--- config.mk ---
export PLATFORM = sky130hd
export DESIGN_NAME = instr_cycle_seq
export DESIGN_NICKNAME = d
export VERILOG_FILES = /design/src/rtl/seq_pkg.sv /design/src/rtl/seq_ip_counter.sv /design/src/rtl/seq_phase_fsm.sv /design/src/rtl/instr_cycle_seq.sv
export SDC_FILE = /design/constraint.sdc
export NUM_CORES = 1
export LEC_CHECK = 0
export CAP_MARGIN = 30
export CELL_PAD_IN_SITES_DETAIL_PLACEMENT = 2
export CELL_PAD_IN_SITES_GLOBAL_PLACEMENT = 2
export CORE_UTILIZATION = 22
export DETAILED_ROUTE_END_ITERATION = 12
export HOLD_SLACK_MARGIN = 0.15
export PLACE_DENSITY = 0.8
export SETUP_SLACK_MARGIN = 0.02
export SYNTH_ARGS = -nofsm -noshare
export SYNTH_HDL_FRONTEND = slang
export SYNTH_SLANG_ARGS = --single-unit
--- constraint.sdc ---
create_clock -name clk -period 1.8 [get_ports clk]
set_input_delay 0.36 -clock clk [delete_from_list [all_inputs] [get_ports clk]]
set_output_delay 0.36 -clock clk [all_outputs]
set_load 0.1 [all_outputs]
--- src/rtl/seq_pkg.sv ---
// Package seq_pkg
// Purpose: phase type and the count of phases shared by the sequencer.
// Assumes: the enum values are the bit positions of the one-hot phase vector.
package seq_pkg;
    localparam int NUM_PHASES = 5;

    typedef enum logic [2:0] {
        PH_FETCH   = 3'd0,
        PH_DECODE  = 3'd1,
        PH_OPREAD  = 3'd2,
        PH_EXECUTE = 3'd3,
        PH_WRBACK  = 3'd4
    } phase_e;
endpackage

--- src/rtl/seq_ip_counter.sv ---
// Module seq_ip_counter
// Purpose: holds the instruction pointer and steps it by one on each fetch pop.
// Assumes: step is asserted only in the cycle a word leaves the queue.
module seq_ip_counter #(
    parameter int AW = 12
) (
    input  logic          clk,
    input  logic          rst_n,
    input  logic          step,
    output logic [AW-1:0] ip
);
    // Pointer register: cleared on reset, incremented on step.
    always_ff @(posedge clk) begin
        if (!rst_n)    ip <= '0;
        else if (step) ip <= ip + AW'(1);
    end

    assert_ip_step_R2: assert property (@(posedge clk) disable iff (!rst_n)
        step |=> ip == $past(ip) + AW'(1));
    assert_ip_hold_R3: assert property (@(posedge clk) disable iff (!rst_n)
        !step |=> $stable(ip));
endmodule

--- src/rtl/seq_phase_fsm.sv ---
// Module seq_phase_fsm
// Purpose: moves through fetch, decode, optional operand read, execute and
//          optional write-back, and produces the strobe for each phase.
// Assumes: the decoder flags are valid in the decode cycle, and mem_done is
//          looked at only in the two memory phases.
module seq_phase_fsm
    import seq_pkg::*;
(
    input  logic   clk,
    input  logic   rst_n,
    input  logic   q_empty,
    input  logic   dec_mem_src,
    input  logic   dec_mem_dst,
    input  logic   mem_done,
    output phase_e phase,
    output logic   pop,
    output logic   opnd_load,
    output logic   alu_go,
    output logic   rd_req,
    output logic   wr_req,
    output logic   retire
);
    phase_e phase_nx;
    logic   dst_q;

    // Next-phase selection and strobes for each phase.
    always_comb begin
        phase_nx  = phase;
        pop       = 1'b0;
        opnd_load = 1'b0;
        alu_go    = 1'b0;
        rd_req    = 1'b0;
        wr_req    = 1'b0;
        retire    = 1'b0;
        unique case (phase)
            PH_FETCH: begin
                pop = !q_empty;
                if (!q_empty) phase_nx = PH_DECODE;
            end
            PH_DECODE: phase_nx = dec_mem_src ? PH_OPREAD : PH_EXECUTE;
            PH_OPREAD: begin
                rd_req    = 1'b1;
                opnd_load = mem_done;
                if (mem_done) phase_nx = PH_EXECUTE;
            end
            PH_EXECUTE: begin
                alu_go   = 1'b1;
                retire   = !dst_q;
                phase_nx = dst_q ? PH_WRBACK : PH_FETCH;
            end
            PH_WRBACK: begin
                wr_req = 1'b1;
                retire = mem_done;
                if (mem_done) phase_nx = PH_FETCH;
            end
            default: phase_nx = PH_FETCH;
        endcase
    end

    // Phase register with synchronous reset.
    always_ff @(posedge clk) begin
        if (!rst_n) phase <= PH_FETCH;
        else        phase <= phase_nx;
    end

    // Captures the memory-destination flag during decode for use in execute.
    always_ff @(posedge clk) begin
        if (!rst_n)                  dst_q <= 1'b0;
        else if (phase == PH_DECODE) dst_q <= dec_mem_dst;
    end

    assert_decode_exit_R4: assert property (@(posedge clk) disable iff (!rst_n)
        (phase == PH_DECODE) |=> (phase == PH_OPREAD || phase == PH_EXECUTE));
    assert_opread_wait_R5: assert property (@(posedge clk) disable iff (!rst_n)
        (phase == PH_OPREAD && !mem_done) |=> phase == PH_OPREAD);
    assert_wrback_wait_R7: assert property (@(posedge clk) disable iff (!rst_n)
        (phase == PH_WRBACK && !mem_done) |=> phase == PH_WRBACK);
    assert_fetch_stall_R3: assert property (@(posedge clk) disable iff (!rst_n)
        (phase == PH_FETCH && q_empty) |=> phase == PH_FETCH);
    assert_no_rw_overlap_R9: assert property (@(posedge clk) disable iff (!rst_n)
        !(rd_req && wr_req));
endmodule

--- src/rtl/instr_cycle_seq.sv ---
// Module instr_cycle_seq (top)
// Purpose: instruction phase sequencer. Holds the instruction pointer, the
//          latched instruction and the operand register, and decodes the
//          phase into a one-hot vector.
// Assumes: an external decoder looks at instr_word; the memory port holds
//          its data valid together with mem_done.
module instr_cycle_seq
    import seq_pkg::*;
#(
    parameter int IW = 16,
    parameter int AW = 12,
    parameter int DW = 16
) (
    input  logic                  clk,
    input  logic                  rst_n,
    input  logic [IW-1:0]         q_word,
    input  logic                  q_empty,
    input  logic                  dec_mem_src,
    input  logic                  dec_mem_dst,
    input  logic                  mem_done,
    input  logic [DW-1:0]         mem_rdata,
    output logic                  q_pop,
    output logic [IW-1:0]         instr_word,
    output logic [AW-1:0]         instr_ptr,
    output logic [DW-1:0]         operand,
    output logic                  alu_start,
    output logic                  mem_rd,
    output logic                  mem_wr,
    output logic [NUM_PHASES-1:0] phase_vec,
    output logic                  retire
);
    phase_e phase;
    logic   opnd_load;

    seq_phase_fsm u_fsm (
        .clk         (clk),
        .rst_n       (rst_n),
        .q_empty     (q_empty),
        .dec_mem_src (dec_mem_src),
        .dec_mem_dst (dec_mem_dst),
        .mem_done    (mem_done),
        .phase       (phase),
        .pop         (q_pop),
        .opnd_load   (opnd_load),
        .alu_go      (alu_start),
        .rd_req      (mem_rd),
        .wr_req      (mem_wr),
        .retire      (retire)
    );

    seq_ip_counter #(.AW(AW)) u_ip (
        .clk   (clk),
        .rst_n (rst_n),
        .step  (q_pop),
        .ip    (instr_ptr)
    );

    // Instruction register: captures the queue head when it is popped.
    always_ff @(posedge clk) begin
        if (!rst_n)     instr_word <= '0;
        else if (q_pop) instr_word <= q_word;
    end

    // Operand register: loaded from memory when the operand read completes.
    always_ff @(posedge clk) begin
        if (!rst_n)         operand <= '0;
        else if (opnd_load) operand <= mem_rdata;
    end

    // One bit of the phase vector per phase.
    for (genvar g = 0; g < NUM_PHASES; g++) begin : g_phase_bit
        assign phase_vec[g] = (phase == phase_e'(g));
    end

    assert_phase_onehot_R1: assert property (@(posedge clk) disable iff (!rst_n)
        $countones(phase_vec) == 1);
    assert_alu_single_R6: assert property (@(posedge clk) disable iff (!rst_n)
        alu_start |=> !alu_start);
endmodule

==> impl_metrics.toml <==
[die]
die-height_um = 96.4
num_rows = 34
die_width_um = 96.4
placeableCoreArea_um2 = 8680
floorplan.io_pins = 92
floorplan.initialDensity_pct = 22.6
design.die.area_um2 = 9300

[global_route]
first_global_vias = 2047
maximum_number_of_pins_on_one_net_before_global_route_repair = 50
overall_fraction_of_global_route_tracks_in_use_pct = 14.3
globalRouteOverflowTotal = 0
antenna_violations_before_repair = 0
first_pass_grt_wire_length_um = 10100

[clocking]
clock_transition_time_at_the_flip_flop_clock_pins_of_the_worst_setup_and_hold_paths_ps = 90
max-clock-path-buffers = 2
tritoncts = "yes"
worstSkewPairLatency_ps = 290
cts_hold_buf = 0
clock-sinks = 48
cts-htree-levels = 2
cts.root.buffer_cell = "clkbuf_8"
cts_made_buffers = 5

[power_and_ir_drop]
share_seq_of_total_power_pct = 40.3
comb_power_share_pct = 36.8
internal_power_uw = 1850
leakagePower_uw = 0.00147
clock_power_share_pct = 22.9
powerDensity_nw_per_um2 = 766
worst_ir_drop_vdd_uv = 339
power_switching_uw = 1070
switching_share_pct = 36.8

[layout]
final_cell_count_no_fill = 435
area.growth.synth_to_final_pct = 94.3
layout_fillers = 903
finalNetCount = 365
final_layout_size_suffix_gt1_share_pct = 30.9
finalInstanceArea_um2 = 3810
n_antenna_cell = 0
final-seq-area_um2 = 976
multiInputGateArea_um2 = 995

[synth]
synth-compound-area-share_pct = 14.3
synth-warning-count = 0
synth-simple-area-share_pct = 25.4
yosys.area.top_type = "dfxtp_1"
synth_top_family_by_area = "simple AND/OR/NAND/NOR gates"
netlist.area_leader.share_pct = 49.0
syn_area_per_cell_um2 = 8.49
synth.area.mux_share_pct = 1.02
synth_xor_xnor_area_share_pct = 4.46
syn-cell-area_um2 = 1960
post_synth_inst_count = 231
synthesis.nets = 270
synth-adder-area-share_pct = 0.638
synth-seq-area-share_pct = 49.0
distinct_cells_synth = 28
synth.area.top_cells = "dfxtp_1 (49%), nand2_1 (14%), a21boi_0 (13%)"
synth_seq_cells = 48

[worst_setup_path]
worstSetupPathType = "register to output port"
required_ps = 1440
worstRegToRegCells = 5
critical_path_depth_in_cells = 3
critPathMaxStageDelay_ps = 580
critical-path-top-delay-family = "simple AND/OR/NAND/NOR gates"
worst_path_max_delay_cell = "or4_4"
timing.critical_path.fanout_max = 4
arrival_ps = 1470
end_kind = "output port"
cp.buffers_inverters = 2
cp_cell_sequence = "or4_4 -> inv_6 -> buf_12"
setup.worst_path.start_class = "register"

[route]
route.detailed.drc = 0
length_of_the_first_detailed_routing_pass_in_iterations = 6
avgViaCountPerCell = 4.41
final_antenna_net_count = 0
drt-total-wl_um = 6310
initialDrtViolationCount = 40
drt-wirelength-per-cell_um = 14.5
total_number_of_vias = 1917

[sta]
finalSetupViolations = 1
post-route-min-period_ps = 1830
fin_ws_ps = -31.4
worstMarginPinSlew_ps = 380
fin_crit_sh_pct = 102
timing.max_slew.rel_slack_pct = 74.6
hold-worst-slack_ps = 506
timing.fmax_ghz = 0.546
clock-skew-final_ps = 4.63
timing.final.hold_violations = 0
rsz0062_at_grt = "yes"
timing_max_transition_violations_final = 0

[outcome]
failed_checks = "negative setup slack"
run_status = "complete, but fails checks"

[placement]
routabilityCongestion = 0.707
detailedPlacementHpwl_um = 4660
post-place-cells = 423
buffer_ports.inserted = 91
placed_cell_area_um2 = 3620

[min_path]
hold_depth = 2
worst_min_delay_path_class = "register to register"

[flow_run]
number_of_violations_of_the_max_capacitance_limit = 0
[area by class of cell]
| cell class | instances | share of cell area, % |
|---|---|---|
| Clock buffer | 8 | 2.36 |
| Inverter | 4 | 0.525 |
| Multi-Input combinational cell | 162 | 26.1 |
| Sequential cell | 48 | 25.6 |
| Tap cell | 108 | 3.55 |
| Timing Repair Buffer | 105 | 41.9 |
[repair_timing]
item / 4_1_cts / 5_1_grt
setup buffers: 3 / 1
gates resized for setup: 10 / 8
pin swaps: 2 / 6
setup endpoints to repair: 30 / 19
gates cloned: 0 / 0
[synthesized netlist by cell type]
library cell	instances
a22oi_1	1
buf_4	5
nand3_1	5
ha_1	1
o21a_1	1
mux2i_1	2
a22o_1	1
a21oi_1	1
and3b_1	2
nor2b_1	2
and3_1	1
nor4_1	3
nand2b_1	1
xor2_1	6
o21ai_0	1
or4_1	1
nor3b_1	2
dfxtp_1	48
nand4_1	2
a21boi_0	33
nor3_1	4
buf_2	2
inv_1	4
nand2_1	72
nor2_1	5
xnor2_1	4
clkbuf_1	10
and2_1	11
[metal layers]
metal / wire length [um] / track usage [%]
met3: 258 / 4.07
met5: 0 / 0
met4: 26 / 2.57
met2: 3430 / 26.2
met1: 2590 / 16.7
[path summary, 6_finish.rpt]
| path | endpoint | startpoint | slack (ps) |
|---|---|---|---|
| setup / recovery | q_pop | u_fsm.phase[0] | -30 |
| hold / removal | operand[11] | operand[11] | 510 |
| setup reg to reg | u_ip.ip[7] | u_fsm.phase[0] | 50 |
| hold reg to reg | operand[11] | operand[11] | 510 |
[flip-flops by register name, summed over array words and instances (netlist names)]
signal,cells
instr_word,16
u_fsm.phase,3
u_fsm.dst_q,1
operand,16
u_ip.ip,12
[stage by stage]
step | worst slack, ps | utilization, % | power [uW] | TNS [ps]
6_report | -31.4 | 43.9 | 2920 | -31.4
5_1_grt | -86.9 | 43.9 | 3050 | -272
4_1_cts | -50.9 | 43.4 | 2960 | -66.6
3_5_place_dp | -503 | 41.7 | 2260 | -11080
3_3_place_gp | -398 | 41.7 | 2240 | -9700
2_1_floorplan | -359 | - | 1820 | -810
[power by group through the flow]
stage	sequential (uW)	clock [uW]	combinational, uW
after global placement	1200	0	1040
after global routing	1190	743	1130
final	1180	667	1080
after CTS	1180	706	1080
after detailed placement	1200	0	1050
after floorplan	1510	0	309
[cell usage in the layout (no fill, tap or decap), drive strengths merged, types with 3 or more instances in the layout]
| master | count |
|---|---|
| nand2 | 72 |
| and2 | 11 |
| nor2 | 5 |
| clkbuf | 8 |
| xor2 | 6 |
| dfxtp | 48 |
| nor4 | 3 |
| inv | 4 |
| buf | 68 |
| a21boi | 33 |
| xnor2 | 4 |
| nand3 | 5 |
| nor3 | 4 |
| clkdlybuf4s50 | 36 |
[kinds of logic (layout without fill, tap and decap cells)]
logic type               count (synthesis)  in the layout
AND/OR/NAND/NOR                        111            111
flip-flops                              48             48
AO/OA/AOI/OAI                           38             38
buffers and inverters                   21            117
XOR/XNOR                                10             10
multiplexers                             2              2
adder cells (fa/ha/maj)                  1              1
[worst reg2reg max path: cells and delay by family, from the launching register on]
| family | cells | cell delay, ps |
|---|---|---|
| flip-flops | 1 | 330 |
| XOR/XNOR | 1 | 90 |
| AND/OR/NAND/NOR | 3 | 980 |
| buffers and inverters | 1 | 250 |
Power figures use the tool's default switching activity.
